`config.mk`:
```
export PLATFORM = sky130hd
export DESIGN_NAME = clksup_top
export DESIGN_NICKNAME = d
export VERILOG_FILES = /design/src/rtl/clksup_pkg.sv /design/src/rtl/clksup_sync.sv /design/src/rtl/clksup_opt_reg.sv /design/src/rtl/clksup_monitor.sv /design/src/rtl/clksup_stop_seq.sv /design/src/rtl/clksup_irq_sense.sv /design/src/rtl/clksup_top.sv
export SDC_FILE = /design/constraint.sdc
export NUM_CORES = 1
export LEC_CHECK = 0
export BUFFER_PORTS_ARGS = -buffer_cell sky130_fd_sc_hd__buf_2
export CORE_MARGIN = 5
export CORE_UTILIZATION = 56
export CTS_CLUSTER_SIZE = 25
export DETAILED_ROUTE_END_ITERATION = 10
export GPL_TIMING_DRIVEN = 0
export PLACE_DENSITY = 0.81
export SYNTH_ARGS = -nofsm -noshare
export SYNTH_HDL_FRONTEND = slang
export SYNTH_SLANG_ARGS = --single-unit
```
`constraint.sdc`:
```
create_clock -name clk -period 2.13 [get_ports clk]
set_clock_uncertainty 0.15 [all_clocks]
set_input_delay 0.1065 -clock clk [delete_from_list [all_inputs] [get_ports clk]]
set_output_delay 0.1065 -clock clk [all_outputs]
set_load 0.01 [all_outputs]
```
`src/rtl/clksup_pkg.sv`:
```
package clksup_pkg;

  typedef struct packed {
    logic irq_edge;
    logic long_dly;
    logic force_mon;
    logic mon_en;
  } opt_t;

  typedef enum logic [1:0] {
    SEQ_RUN  = 2'd0,
    SEQ_STOP = 2'd1,
    SEQ_WAKE = 2'd2
  } seq_st_t;

endpackage

```
`src/rtl/clksup_sync.sv`:
```
module clksup_sync #(
  parameter int   STAGES  = 2,
  parameter logic RST_VAL = 1'b0
) (
  input  logic clk,
  input  logic rst_n,
  input  logic d,
  output logic q,
  output logic q_d
);
  logic [STAGES:0] chain;

  always_ff @(posedge clk or negedge rst_n) begin
    if (!rst_n) chain <= {(STAGES+1){RST_VAL}};
    else        chain <= {chain[STAGES-1:0], d};
  end

  assign q   = chain[STAGES-1];
  assign q_d = chain[STAGES];
endmodule

```
`src/rtl/clksup_opt_reg.sv`:
```
module clksup_opt_reg
  import clksup_pkg::*;
(
  input  logic       clk,
  input  logic       rst_n,
  input  logic       wr_en,
  input  logic [3:0] wr_data,
  output opt_t       opt_q
);
  opt_t wv;
  assign wv = opt_t'(wr_data);

  always_ff @(posedge clk or negedge rst_n) begin
    if (!rst_n) begin
      opt_q <= '0;
    end else if (wr_en) begin
      opt_q.mon_en    <= wv.mon_en;
      opt_q.force_mon <= opt_q.force_mon | wv.force_mon;
      opt_q.long_dly  <= wv.long_dly;
      opt_q.irq_edge  <= wv.irq_edge;
    end
  end

  assert_force_sticky_R3: assert property (@(posedge clk) disable iff (!rst_n)
    opt_q.force_mon |=> opt_q.force_mon);
endmodule

```
`src/rtl/clksup_monitor.sv`:
```
module clksup_monitor #(
  parameter int MISS_LIMIT = 16,
  parameter int RST_HOLD   = 4
) (
  input  logic clk,
  input  logic rst_n,
  input  logic mon_active,
  input  logic bus_smp,
  output logic fail_rst
);
  localparam int MISS_W = $clog2(MISS_LIMIT + 1);
  localparam int HOLD_W = $clog2(RST_HOLD + 1);

  logic              s_now, s_old, bus_edge;
  logic [MISS_W-1:0] miss;
  logic [HOLD_W-1:0] hold;

  clksup_sync #(.STAGES(2), .RST_VAL(1'b0)) u_sync (
    .clk(clk), .rst_n(rst_n), .d(bus_smp), .q(s_now), .q_d(s_old)
  );

  assign bus_edge = s_now ^ s_old;

  always_ff @(posedge clk or negedge rst_n) begin
    if (!rst_n) begin
      miss <= '0;
      hold <= '0;
    end else if (hold != '0) begin
      hold <= hold - 1'b1;
      miss <= '0;
    end else if (!mon_active || bus_edge) begin
      miss <= '0;
    end else if (miss == MISS_W'(MISS_LIMIT - 1)) begin
      hold <= HOLD_W'(RST_HOLD);
      miss <= '0;
    end else begin
      miss <= miss + 1'b1;
    end
  end

  assign fail_rst = (hold != '0);

  assert_quiet_disarmed_R4: assert property (@(posedge clk) disable iff (!rst_n)
    (!mon_active && !fail_rst) |=> !fail_rst);
  assert_hold_min_R5: assert property (@(posedge clk) disable iff (!rst_n)
    $rose(fail_rst) |=> fail_rst);
  assert_edge_rearms_R6: assert property (@(posedge clk) disable iff (!rst_n)
    (bus_edge && !fail_rst) |=> !fail_rst);
endmodule

```
`src/rtl/clksup_stop_seq.sv`:
```
module clksup_stop_seq
  import clksup_pkg::*;
#(
  parameter int LONG_DLY  = 4064,
  parameter int SHORT_DLY = 4
) (
  input  logic clk,
  input  logic rst_n,
  input  logic stop_req,
  input  logic wake,
  input  logic force_mon,
  input  logic long_dly,
  output logic stop_active,
  output logic resume
);
  localparam int CNT_W = $clog2(LONG_DLY);

  seq_st_t          st;
  logic [CNT_W-1:0] cnt;

  always_ff @(posedge clk or negedge rst_n) begin
    if (!rst_n) begin
      st     <= SEQ_RUN;
      cnt    <= '0;
      resume <= 1'b0;
    end else begin
      resume <= 1'b0;
      case (st)
        SEQ_RUN: if (stop_req && !force_mon) st <= SEQ_STOP;
        SEQ_STOP: if (wake) begin
          st  <= SEQ_WAKE;
          cnt <= long_dly ? CNT_W'(LONG_DLY - 1) : CNT_W'(SHORT_DLY - 1);
        end
        SEQ_WAKE: if (cnt == '0) begin
          st     <= SEQ_RUN;
          resume <= 1'b1;
        end else begin
          cnt <= cnt - 1'b1;
        end
        default: st <= SEQ_RUN;
      endcase
    end
  end

  assign stop_active = (st != SEQ_RUN);

  assert_stop_blocked_R7: assert property (@(posedge clk) disable iff (!rst_n)
    (force_mon && !stop_active) |=> !stop_active);
  assert_resume_single_R8: assert property (@(posedge clk) disable iff (!rst_n)
    resume |=> !resume);
  assert_resume_exits_R8: assert property (@(posedge clk) disable iff (!rst_n)
    resume |-> !stop_active);
endmodule

```
`src/rtl/clksup_irq_sense.sv`:
```
module clksup_irq_sense (
  input  logic clk,
  input  logic rst_n,
  input  logic irq_n,
  input  logic edge_sel,
  input  logic irq_ack,
  output logic irq_req
);
  logic i_now, i_old, fall, latch;

  clksup_sync #(.STAGES(2), .RST_VAL(1'b1)) u_sync (
    .clk(clk), .rst_n(rst_n), .d(irq_n), .q(i_now), .q_d(i_old)
  );

  assign fall = i_old & ~i_now;

  always_ff @(posedge clk or negedge rst_n) begin
    if (!rst_n)         latch <= 1'b0;
    else if (!edge_sel) latch <= 1'b0;
    else if (fall)      latch <= 1'b1;
    else if (irq_ack)   latch <= 1'b0;
  end

  assign irq_req = edge_sel ? latch : ~i_now;

  assert_edge_held_R10: assert property (@(posedge clk) disable iff (!rst_n)
    (latch && edge_sel && !irq_ack) |=> latch);
  assert_ack_clears_R10: assert property (@(posedge clk) disable iff (!rst_n)
    (latch && irq_ack && !fall) |=> !latch);
endmodule

```
`src/rtl/clksup_top.sv`:
```
module clksup_top
  import clksup_pkg::*;
#(
  parameter int MISS_LIMIT = 16,
  parameter int RST_HOLD   = 4,
  parameter int LONG_DLY   = 4064,
  parameter int SHORT_DLY  = 4
) (
  input  logic       clk,
  input  logic       rst_n,
  input  logic       wr_en,
  input  logic [3:0] wr_data,
  output logic [3:0] opt_rd,
  input  logic       stop_req,
  input  logic       wake,
  input  logic       bus_clk_smp,
  input  logic       irq_n,
  input  logic       irq_ack,
  output logic       fail_rst,
  output logic       resume,
  output logic       stop_active,
  output logic       irq_req
);
  opt_t opt;
  logic mon_active;

  clksup_opt_reg u_opt (
    .clk(clk), .rst_n(rst_n), .wr_en(wr_en), .wr_data(wr_data), .opt_q(opt)
  );

  assign opt_rd     = opt;
  assign mon_active = opt.force_mon | opt.mon_en;

  clksup_monitor #(.MISS_LIMIT(MISS_LIMIT), .RST_HOLD(RST_HOLD)) u_mon (
    .clk(clk), .rst_n(rst_n), .mon_active(mon_active),
    .bus_smp(bus_clk_smp), .fail_rst(fail_rst)
  );

  clksup_stop_seq #(.LONG_DLY(LONG_DLY), .SHORT_DLY(SHORT_DLY)) u_seq (
    .clk(clk), .rst_n(rst_n), .stop_req(stop_req), .wake(wake),
    .force_mon(opt.force_mon), .long_dly(opt.long_dly),
    .stop_active(stop_active), .resume(resume)
  );

  clksup_irq_sense u_irq (
    .clk(clk), .rst_n(rst_n), .irq_n(irq_n), .edge_sel(opt.irq_edge),
    .irq_ack(irq_ack), .irq_req(irq_req)
  );

  assert_stop_needs_noforce_R7: assert property (@(posedge clk) disable iff (!rst_n)
    $rose(stop_active) |-> !$past(opt.force_mon));
endmodule

```
# After elaboration in Yosys (flattened, before gate mapping)
# Cells that the tools add are included.
[op_classes]
bitwise_logic = 5
n_addsub = 3
shift = 0
eq_ne = 9
mux = 20
n_reduce_logical = 13
mul = 0
magnitude_cmp = 0
div = 0
[op_table]
columns = ["operator", "n"]
rows = [
  ["12-bit 2-to-1 mux", 3],
  ["12-bit case mux with 2 select lines", 1],
  ["5-bit 2-to-1 mux", 3],
  ["12-bit logical NOT", 1],
  ["12-bit by 1-bit subtractor with 12-bit output, second input constant", 1],
  ["3-bit 2-to-1 mux", 3],
  ["1-bit 2-to-1 mux", 6],
  ["2-bit 2-to-1 mux", 3],
  ["2-bit != test, second input constant", 3],
  ["2-bit case mux with 3 select lines", 1],
  ["3-bit AND reduction", 2],
  ["2-bit nonzero test", 3],
  ["5-bit by 1-bit adder with 5-bit output, second input constant", 1],
  ["5-bit by 4-bit == test with 1-bit output, second input constant", 1],
  ["2-bit by 1-bit != test with 1-bit output, second input constant", 2],
  ["3-bit by 2-bit != test with 1-bit output, second input constant", 1],
  ["3-bit nonzero test", 1],
  ["3-bit by 1-bit subtractor with 3-bit output, second input constant", 1],
  ["2-bit by 1-bit == test with 1-bit output, second input constant", 1],
  ["2-bit == test, second input constant", 1],
  ["1-bit logical NOT", 2],
  ["2-bit logical NOT", 1],
  ["1-bit bitwise OR", 2],
  ["2-bit AND reduction", 1],
  ["other kinds (5)", 5],
]
[totals]
ram_bits = 0
output_inout_bits = 8
n_memories = 0
input_bits = 12
latchBits = 0
ff_bits = 34
rom_bits = 0

# Logic depth before layout (Yosys ltp)
[depth]
ltp_word = 5
depth_mapped = 7
ltp_nobuf = 6

# Hierarchy
# A second synthesis with hierarchy kept.
[hier_totals]
cells_unflattened = 155
area_unflattened_um2 = 1685.4
[by_module_without_submodules]
columns = ["module", "area_per_inst_um2", "n_inst", "cells_per_inst", "seq_area_each_um2"]
rows = [
  ["clksup_stop_seq", 898.4, 1, 92, 375.4],
  ["clksup_monitor", 419.2, 1, 42, 200.2],
  ["clksup_opt_reg", 142.6, 1, 8, 100.1],
  ["clksup_sync (u_irq.u_sync)", 78.8, 1, 3, 78.8],
  ["clksup_sync (u_mon.u_sync)", 75.1, 1, 3, 75.1],
  ["clksup_irq_sense", 65.1, 1, 6, 25.0],
  ["clksup_top", 6.3, 1, 1, 0.0],
]

# Worst setup path after synthesis
# No wires, ideal clock.
[synth_timing]
kind = "flip-flop to flip-flop"
from = "register u_seq.cnt[7]"
to = "register u_seq.cnt[9]"
setup_time_ns = 0.123
path_stages_with_launch = 6
arrival_time_ns = 1.590
path_buffers = 1
setup_slack_ns = 0.267
cell_sequence = "dfrtp_1 nor4_4 a31oi_1 a21o_1 buf_6 o221a_1"
[synth_between]
elab_chain_cells = 3
elab_cells_between_ends = 6
[synth_rtl]
columns = ["item", "line", "source"]
rows = [
  ["from (decl)", "clksup_stop_seq.sv:19", "logic [CNT_W-1:0] cnt;"],
  ["from (signal assigned)", "clksup_stop_seq.sv:32", "cnt <= long_dly ? CNT_W'(LONG_DLY - 1) : CNT_W'(SHORT_DLY - 1);"],
  ["from (signal assigned)", "clksup_stop_seq.sv:38", "cnt <= cnt - 1'b1;"],
  ["12-bit by 1-bit subtractor with 12-bit output / 12-bit logical NOT (equally long branches)", "clksup_stop_seq.sv:38, clksup_stop_seq.sv:34", ""],
  ["12-bit 2-to-1 mux / 2-bit != test (equally long branches)", "-", ""],
  ["12-bit case mux with 2 select lines / 3-bit AND reduction (equally long branches)", "-", ""],
]
# Parallel ways exist; a longest one is shown, timed or not. The select of a mux whose other input is x is not followed.
# A chain may end at the register's enable or synchronous reset.

# Worst setup path after layout
[layout_timing]
from = "register u_seq.cnt[8]"
to = "register u_seq.cnt[8]"
# Same word-level chain as after synthesis.

==> out/results.tsv <==
stage	metric	value	unit
power_and_ir_drop	netSwitchingFraction	0.377	
logic_synthesis	synthMuxAreaShare	0.0211	
final_layout	regArea	855	µm²
placed_design	place.detailed.hpwl	2130	µm
logic_synthesis	synth_common_cells	dfrtp_1, nor2_1, o21ai_0	
run_status	status	completed	
final_layout	area_growth	23.7	%
hold_path	hold_path_startpoint	wake	
sta	drv_slew	0	
die	start_util	0.584	
clock_network	cts-root-buf	clkbuf_4	
logic_synthesis	synth-compound-area-share	0.191	
logic_synthesis	synthSimpleGateAreaFrac	0.168	
power_and_ir_drop	ir_worst_vdd	0.767	mV
logic_synthesis	async_flop_share	1.00	
worst_setup_path	crit_arrival	2.11	ns
die	fp.dieW	63.4	µm
clock_network	clk_latency	0.34	ns
worst_setup_path	regToRegSetupSlack	0.10	ns
power_and_ir_drop	p_leak	0.901	nW
sta	hold_violations	0	
logic_synthesis	syn_nets	164	
worst_setup_path	worst_ep_required_time	2.22	ns
final_layout	multi_input_area	704	µm²
logic_synthesis	synth_top_area_frac	0.486	
routing	vias_per_cell	5.92	
logic_synthesis	synthCells	149	
worst_setup_path	cpPeakStageDelay	0.50	ns
clock_network	numClockSinks	34	
routing	first_pass_iters	5	
placed_design	io_buffers	19	
die	rows	19	
logic_synthesis	syn_area	1600	µm²
routing	wl_per_cell	15.6	µm
logic_synthesis	synth_area_leaders	dfrtp_1, dfstp_2, nor2_1	
worst_setup_path	critPathTopFamily	compound AO/OA/AOI/OAI gates	
routing	antenna_left	0	
final_layout	n_antenna_cell	0	
sta	fin_crit_sh	0.951	
sta	finalSetupViolations	0	
die	ios	20	
global_route	antenna_found_initial	0	
worst_setup_path	critPathLaunch	u_seq.cnt[8]$_DFFE_PN0P_	
final_layout	fillers	186	
logic_synthesis	synth_seq_cells	34	
worst_setup_path	worstReg2RegEnd	u_seq.cnt[8]$_DFFE_PN0P_	
clock_network	cts_buffers	5	
logic_synthesis	syn_area_per_cell	10.7	µm²
worst_setup_path	critPathLaunchType	flip-flop	
power_and_ir_drop	seq_power_share	0.489	
power_and_ir_drop	switchingPower	0.777	mW
global_route	grt_overflow_total	0	
final_layout	final_cells	222	
die	dieArea	4020	µm²
logic_synthesis	synth.most_common_cell	dfrtp_1	
hold_path	min_path_type	primary input to flip-flop	
sta	tightest_slew	0.715	ns
sta	period_needed	2.03	ns
worst_setup_path	cp_max_fo	10	
routing	route.detailed.drc	0	
logic_synthesis	seq_area_frac_synth	0.535	
worst_setup_path	cp_num_buf_inv	1	
worst_setup_path	crit_slowest_cell	nor3_1	
job	cap_violations	0	
routing	wl	3470	µm
logic_synthesis	synthDistinctLibCells	41	
power_and_ir_drop	p_total	2.06	mW
clock_network	cts_buffer_depth	2	
global_route	grt_pass1_vias	1292	
hold_path	worstHoldEndpoint	u_seq.cnt[5]$_DFFE_PN0P_	
worst_setup_path	r2r_start	u_seq.cnt[8]$_DFFE_PN0P_	
logic_synthesis	synth_xor_area_frac	0.0164	
sta	maxSlewHeadroom	0.523	
global_route	track_usage	0.191	
logic_synthesis	yosysTopAreaCell	dfrtp_1	
sta	fmax	494	MHz
worst_setup_path	rr_worst_depth	5	
worst_setup_path	cp_cell_sequence	nor3_1 -> a31oi_2 -> a21o_1 -> buf_6 -> o221a_1	
logic_synthesis	synth_fa_ha_area_frac	0.0235	
clock_network	cts_max_level	2	
final_layout	drive_above_1_share	0.246	
routing	drt-initial-drc-count	56	
worst_setup_path	worstSetupPathType	flip-flop to flip-flop	
power_and_ir_drop	pwr-share-comb	0.324	
clock_network	cts_tree	done	
placed_design	gp_congestion	0.871	
global_route	grt_max_degree	35	
worst_setup_path	crit_path_end_kind	flip-flop	
global_route	grt_pass1_wl	5980	µm
power_and_ir_drop	p_int	1.28	mW
die	coreArea	2730	µm²
hold_path	min_path_cells	4	
routing	via_count	1314	
logic_synthesis	synth-edff-count	0	
sta	whs	0.195	ns
logic_synthesis	yosys_warnings	0	
logic_synthesis	synth_top_family_by_area	compound AO/OA/AOI/OAI gates	
sta	tns	0	ns
logic_synthesis	ys.flop_type	dfrtp_1	
die	fp.dieH	63.4	µm
power_and_ir_drop	pwr-share-clk	0.186	
power_and_ir_drop	power_density	1040	nW/µm²
clock_network	clk_pin_slew	0.10	ns
placed_design	place_inst	199	
final_layout	fin_nets	205	
[cell type report]
cell class	instances	share of cell area
flip-flops and latches	34	0.432
multi-input cells	101	0.356
repair buffers	34	0.123
clock buffers	6	0.0259
plain buffers	6	0.0215
well taps	31	0.0196
inverters	8	0.0152
clock inverters	2	0.00633
[worst register-to-register path, delay by kind of cell (launching register included)]
| kind | cells | cell delay, ns |
|---|---|---|
| simple gates | 1 | 0.50 |
| compound gates | 3 | 0.69 |
| flops | 1 | 0.44 |
| buf+inv | 1 | 0.15 |
[worst max-delay path by stage]
stage               cells past startpoint                        end  slack (ns)
global route                            6  u_seq.cnt[10]$_DFFE_PN0P_      -0.008
detailed placement                      6  u_seq.cnt[10]$_DFFE_PN0P_       -0.07
global placement                        6  u_seq.cnt[10]$_DFFE_PN0P_        0.01
CTS                                     6  u_seq.cnt[11]$_DFFE_PN0P_       0.004
finish                                  5   u_seq.cnt[8]$_DFFE_PN0P_        0.10
floorplan                               5   u_seq.cnt[9]$_DFFE_PN0P_        0.27
[layer usage]
metal  share of wire  GRT usage
met4           0.021     0.0779
met1            0.43      0.237
met3           0.062     0.0675
met2            0.48      0.299
met5               0          0
[power by group through the flow]
stage | registers, mW | logic, mW | clock network, mW
after floorplan | 0.949 | 0.479 | 0
after global placement | 0.977 | 0.583 | 0
after detailed placement | 0.986 | 0.617 | 0
after CTS | 0.980 | 0.642 | 0.391
after global routing | 1.03 | 0.755 | 0.428
final | 1.01 | 0.669 | 0.384
[sequential cells by signal (all words and copies together) (netlist names)]
| register | flops |
|---|---|
| u_mon.u_sync.chain | 3 |
| u_mon.hold | 3 |
| u_seq.st | 2 |
| u_mon.miss | 5 |
| u_seq.cnt | 12 |
| u_seq.resume | 1 |
| u_opt.opt_q | 4 |
| u_irq.latch | 1 |
| u_irq.u_sync.chain | 3 |
[placed cells by master (no fill, tap or decap), drive strengths merged, types with 2 or more instances in the layout]
master / instances
nor3b: 2
dfrtp: 31
a21o: 2
nand2: 6
ha: 3
o221a: 5
and4: 2
nor2: 16
nor2b: 2
o211a: 4
a31oi: 7
a21oi: 7
nor3: 6
nand3: 3
buf: 24
and2: 2
clkbuf: 8
xnor2: 2
inv: 8
and3: 2
mux2: 3
dfstp: 3
dlygate4sd3: 14
nor4: 2
o21ai: 12
[stage by stage]
step	util	instance area [µm²]	setup WS, ns
detailed placement	0.633	1730	-0.0676
CTS	0.710	1940	0.00400
finish	0.723	1980	0.105
floorplan	-	1600	0.267
global placement	0.633	1730	0.0147
global route	0.723	1980	-0.00777
[cells by family after synthesis]
family | after synthesis
and+or+nand+nor | 48
buffers and inverters | 14
xor gates and xnor gates | 3
muxes | 3
adders and majority gates | 3
AOI/OAI and AO/OA | 44
DFF | 34
[repair_timing]
item,4_1_cts,5_1_grt
hold buffers,14,0
pin swaps,0,1
setup endpoints to repair,2,10
gates resized for setup,1,6
setup buffers,0,1
endpoints found under the hold margin,39,0
No activity file was read; power rests on OpenSTA's default activity.
